### config.mk
export PLATFORM = sky130hd
export DESIGN_NAME = scan_density_sorter
export DESIGN_NICKNAME = d
export VERILOG_FILES = /design/src/rtl/scan_density_sorter.sv
export SDC_FILE = /design/constraint.sdc
export NUM_CORES = 1
export LEC_CHECK = 0
export BUFFER_PORTS_ARGS = -buffer_cell sky130_fd_sc_hd__buf_2
export CORE_ASPECT_RATIO = 1.1
export CORE_MARGIN = 2
export CORE_UTILIZATION = 45
export DETAILED_ROUTE_END_ITERATION = 10
export GPL_ROUTABILITY_DRIVEN = 0
export HOLD_SLACK_MARGIN = 0.15
export PLACE_DENSITY = 0.76
export RECOVER_POWER = 100
export SLEW_MARGIN = 5
export SYNTH_ARGS = -nofsm -noshare
export SYNTH_HDL_FRONTEND = slang
export SYNTH_SLANG_ARGS = --single-unit
### constraint.sdc
create_clock -name clk -period 2 [get_ports clk]
set_clock_uncertainty 0.15 [all_clocks]
set_input_delay 0 -clock clk [delete_from_list [all_inputs] [get_ports clk]]
set_output_delay 0 -clock clk [all_outputs]
set_load 0.1 [all_outputs]
### src/rtl/scan_density_sorter.sv
module scan_density_sorter #(
  parameter int PAT_LEN = 19,
  parameter int TW      = 8,
  parameter int DEF_NUM = 1,
  parameter int DEF_DEN = 5
) (
  input  logic                 clk,
  input  logic                 rst_n,
  input  logic                 in_valid,
  output logic                 in_ready,
  input  logic [2*PAT_LEN-1:0] in_pat,
  input  logic [TW-1:0]        thr_num,
  input  logic [TW-1:0]        thr_den,
  output logic                 byp_valid,
  input  logic                 byp_ready,
  output logic [2*PAT_LEN-1:0] byp_pat,
  output logic                 cmp_valid,
  input  logic                 cmp_ready,
  output logic [2*PAT_LEN-1:0] cmp_pat
);
  localparam int CW = $clog2(PAT_LEN + 1);
  localparam int PW = TW + CW;

  logic [CW-1:0]        x_cnt, spec_cnt;
  logic [TW-1:0]        num_eff, den_eff;
  logic [PW-1:0]        lhs, rhs;
  logic                 sparse;
  logic                 hold_v, hold_sparse;
  logic [2*PAT_LEN-1:0] hold_pat;
  logic                 drain, take;

  always_comb begin
    x_cnt = '0;
    for (int i = 0; i < PAT_LEN; i++)
      x_cnt = x_cnt + CW'(in_pat[2*i+1]);
  end

  assign spec_cnt = CW'(PAT_LEN) - x_cnt;
  assign num_eff  = (thr_den == '0) ? TW'(DEF_NUM) : thr_num;
  assign den_eff  = (thr_den == '0) ? TW'(DEF_DEN) : thr_den;
  assign lhs      = PW'(spec_cnt) * PW'(den_eff);
  assign rhs      = PW'(num_eff) * PW'(PAT_LEN);
  assign sparse   = (lhs <= rhs);

  assign byp_valid = hold_v & ~hold_sparse;
  assign cmp_valid = hold_v & hold_sparse;
  assign byp_pat   = hold_pat;
  assign cmp_pat   = hold_pat;
  assign drain     = (byp_valid & byp_ready) | (cmp_valid & cmp_ready);
  assign in_ready  = ~hold_v | drain;
  assign take      = in_valid & in_ready;

  always_ff @(posedge clk or negedge rst_n) begin
    if (!rst_n) begin
      hold_v      <= 1'b0;
      hold_sparse <= 1'b0;
      hold_pat    <= '0;
    end else if (take) begin
      hold_v      <= 1'b1;
      hold_sparse <= sparse;
      hold_pat    <= in_pat;
    end else if (drain) begin
      hold_v      <= 1'b0;
    end
  end

  AST_ONE_PATH: assert property (@(posedge clk) disable iff (!rst_n)
    !(byp_valid && cmp_valid));
  AST_ACCEPT_SHOWS: assert property (@(posedge clk) disable iff (!rst_n)
    (in_valid && in_ready) |=> (byp_valid || cmp_valid));
  AST_PAT_INTACT: assert property (@(posedge clk) disable iff (!rst_n)
    (in_valid && in_ready) |=> ((byp_valid ? byp_pat : cmp_pat) == $past(in_pat)));
  AST_BYP_HOLD: assert property (@(posedge clk) disable iff (!rst_n)
    (byp_valid && !byp_ready) |=> (byp_valid && $stable(byp_pat)));
  AST_CMP_HOLD: assert property (@(posedge clk) disable iff (!rst_n)
    (cmp_valid && !cmp_ready) |=> (cmp_valid && $stable(cmp_pat)));
  AST_STALL_BLOCKS: assert property (@(posedge clk) disable iff (!rst_n)
    ((byp_valid && !byp_ready) || (cmp_valid && !cmp_ready)) |-> !in_ready);
endmodule

==> impl_metrics.ini <==
[critical_path]
crit_fanout = 5
crit_required_ps = 2020
worstSetupPathType = in2reg
cp-start-kind = input port
crit_path_frequent_cell = fa_1
end_kind = flop
cp.arrival_ps = 7380
reg2reg_setup_slack_ps = 190
r2r_end = byp_pat[9]$_DFFE_PN0P_
critical-path-max-stage-delay_ps = 550
cp-endpoint = hold_sparse$_DFFE_PN0P_
critPathSlowestCell = fa_1
rr_startpoint = hold_sparse$_DFFE_PN0P_
rr_worst_depth = 6
crit_start = in_pat[3]

[sta]
tightest_slew_ps = 1200
max_freq_mhz = 136
setup_slack_ps = -5350
hold_viol = 0
rsz0062_at_grt = yes
final-setup-viol-count = 1
min_period_ps = 7350
period_share_pct = 368
max_slew_margin_pct = 20.7
whs_ps = 239
finalSetupTns_ps = -5350
maxSlewViolCount = 0

[route]
firstDrtPassIters = 6
wl_met2_mm = 5.86
via_per_inst = 4.93
drtIter0Drc = 95
dr.max_layer_used = met4
routed_wirelength_mm = 11.5
vias = 4195
wl_per_cell_um = 13.5
drtAntennaViolNets = 0
drt-met1-wl_mm = 4.83
post-route-drc-count = 0
routed-wl-met3_um = 642

[global_route]
antenna_found_initial = 0
grt_pass1_vias = 4294
grtUsageTotal_pct = 21.6
grt_pass1_wl_mm = 18.9
grt_max_degree = 45
grt_overflow = 0

[floorplan]
core_mm2 = 0.00989
initial_core_util_pct = 46.3
die_x_um = 100
die_y_um = 110
io_pins = 138
die-area_mm2 = 0.0110
std_cell_rows = 38

[synthesis]
syn-cell-area_mm2 = 0.00458
yosysUniqueCellTypes = 34
synth_seq_cells = 40
synthTopCellsByArea = dfrtp_1 (22%), ha_1 (19%), fa_1 (15%), nand2_1 (8.4%), inv_1 (6.6%)
netlist_instances = 520
synth_edf_count = 0
synth_flop_cell = dfrtp_1
seq_area_frac_synth_pct = 21.9
yosysTopAreaCellShare_pct = 21.9
postSynthAreaPerCell_um2 = 8.80
syn_nets = 682
synth.largest_area_cell = dfrtp_1
ys_warn_count = 0
synth-async-reset-ratio_pct = 100

[outcome]
status = finished, violations left
failed_checks = negative setup slack

[worst_hold_path]
hold_class = in2reg
min-delay-start = byp_ready
whs_path_depth = 5

[finish]
final_common_cell = nand2_1
fin_util_pct = 62.2
diodes = 0
syn2layout_area_growth_pct = 34.4
final_nets = 892
final_cell_mix = nand2_1 (100), inv_1 (75), clkbuf_1 (74)
drive_above_1_share_pct = 23.9

[cts]
clock_sinks = 40
clk_latency_ps = 280
cts_inserted_buffers = 5
cts_root_buffer = clkbuf_8
cts_tree = done
path_clk_slew_ps = 70
htree_levels = 2
ctsLongestPathBuffers = 2

[placed_design]
port_buffers = 137
dp_hpwl_mm = 9.11

[run]
maxCapViolCount = 0
## cell families after synthesis
| group | synth area share (%) |
|---|---|
| AND/OR/NAND/NOR | 17.8 |
| buffers and inverters | 13.7 |
| adder cells (fa/ha/maj) | 33.9 |
| AO/OA/AOI/OAI | 8.29 |
| flip-flops | 21.9 |
| XOR/XNOR | 3.25 |
| multiplexers | 1.20 |
## state kept, by name (all words and copies together) (netlist names)
signal,cells
hold_sparse,1
byp_pat,38
hold_v,1
## synthesized netlist by cell type (all sizes together), types with 7 or more instances
master and n:
nand2 102, o21ai 21, dfrtp 40, nand2b 9, a21oi 14, buf 46, ha 68, nor2b 14
xnor2 12, fa 35, a21o 8, inv 80, nor2 7, and2 24
## metal layers
metal  vias to the layer above  global-route usage, %
li1                       2045                      -
met1                      1989                   25.9
met2                       147                   41.1
met3                        14                   1.65
met4                         0                   6.16
met5                         -                      0
## area by class of cell
cell class	instances	area, um2
Sequential cell	40	1000
Timing Repair Buffer	249	1530
Multi-Input combinational cell	354	3060
Inverter	80	300
Clock buffer	6	72.6
Tap cell	120	150
Clock inverter	2	35.0
Fill cell	868	3740
## critical path, delay by kind of cell
kind / cells / cell delay [ps]
fa+ha+maj: 13 / 5030
compound gates: 5 / 1240
simple gates: 3 / 510
buf+inv: 9 / 480
xor+xnor: 1 / 100
## worst min path at each step
stage                              end  slack [ps]
3_3_place_gp    byp_pat[3]$_DFFE_PN0P_         -70
2_1_floorplan   byp_pat[0]$_DFFE_PN0P_        -450
5_1_grt        hold_sparse$_DFFE_PN0P_         280
6_report       hold_sparse$_DFFE_PN0P_         240
4_1_cts         byp_pat[3]$_DFFE_PN0P_        -130
3_5_place_dp    byp_pat[3]$_DFFE_PN0P_         -60
## stage by stage
stage	cells	area, um2	setup slack, ps
6_report	851	6150	-5350
5_1_grt	851	6150	-5680
4_1_cts	850	6240	-5470
3_5_place_dp	800	5710	-5820
2_1_floorplan	520	4670	-5310
3_3_place_gp	800	5710	-5600
## repair_timing
action | in CTS | in global routing
hold endpoints to repair | 80 | 1
buffers inserted | 2 | 0
endpoints found under the setup margin | 1 | 1
hold buffers | 40 | 1
resized for setup | 3 | 3
pin swaps | 10 | 6
Power is left out: the tool's default activity adds up to more than one toggle a clock period on the data nets, which glitch-free logic cannot reach.
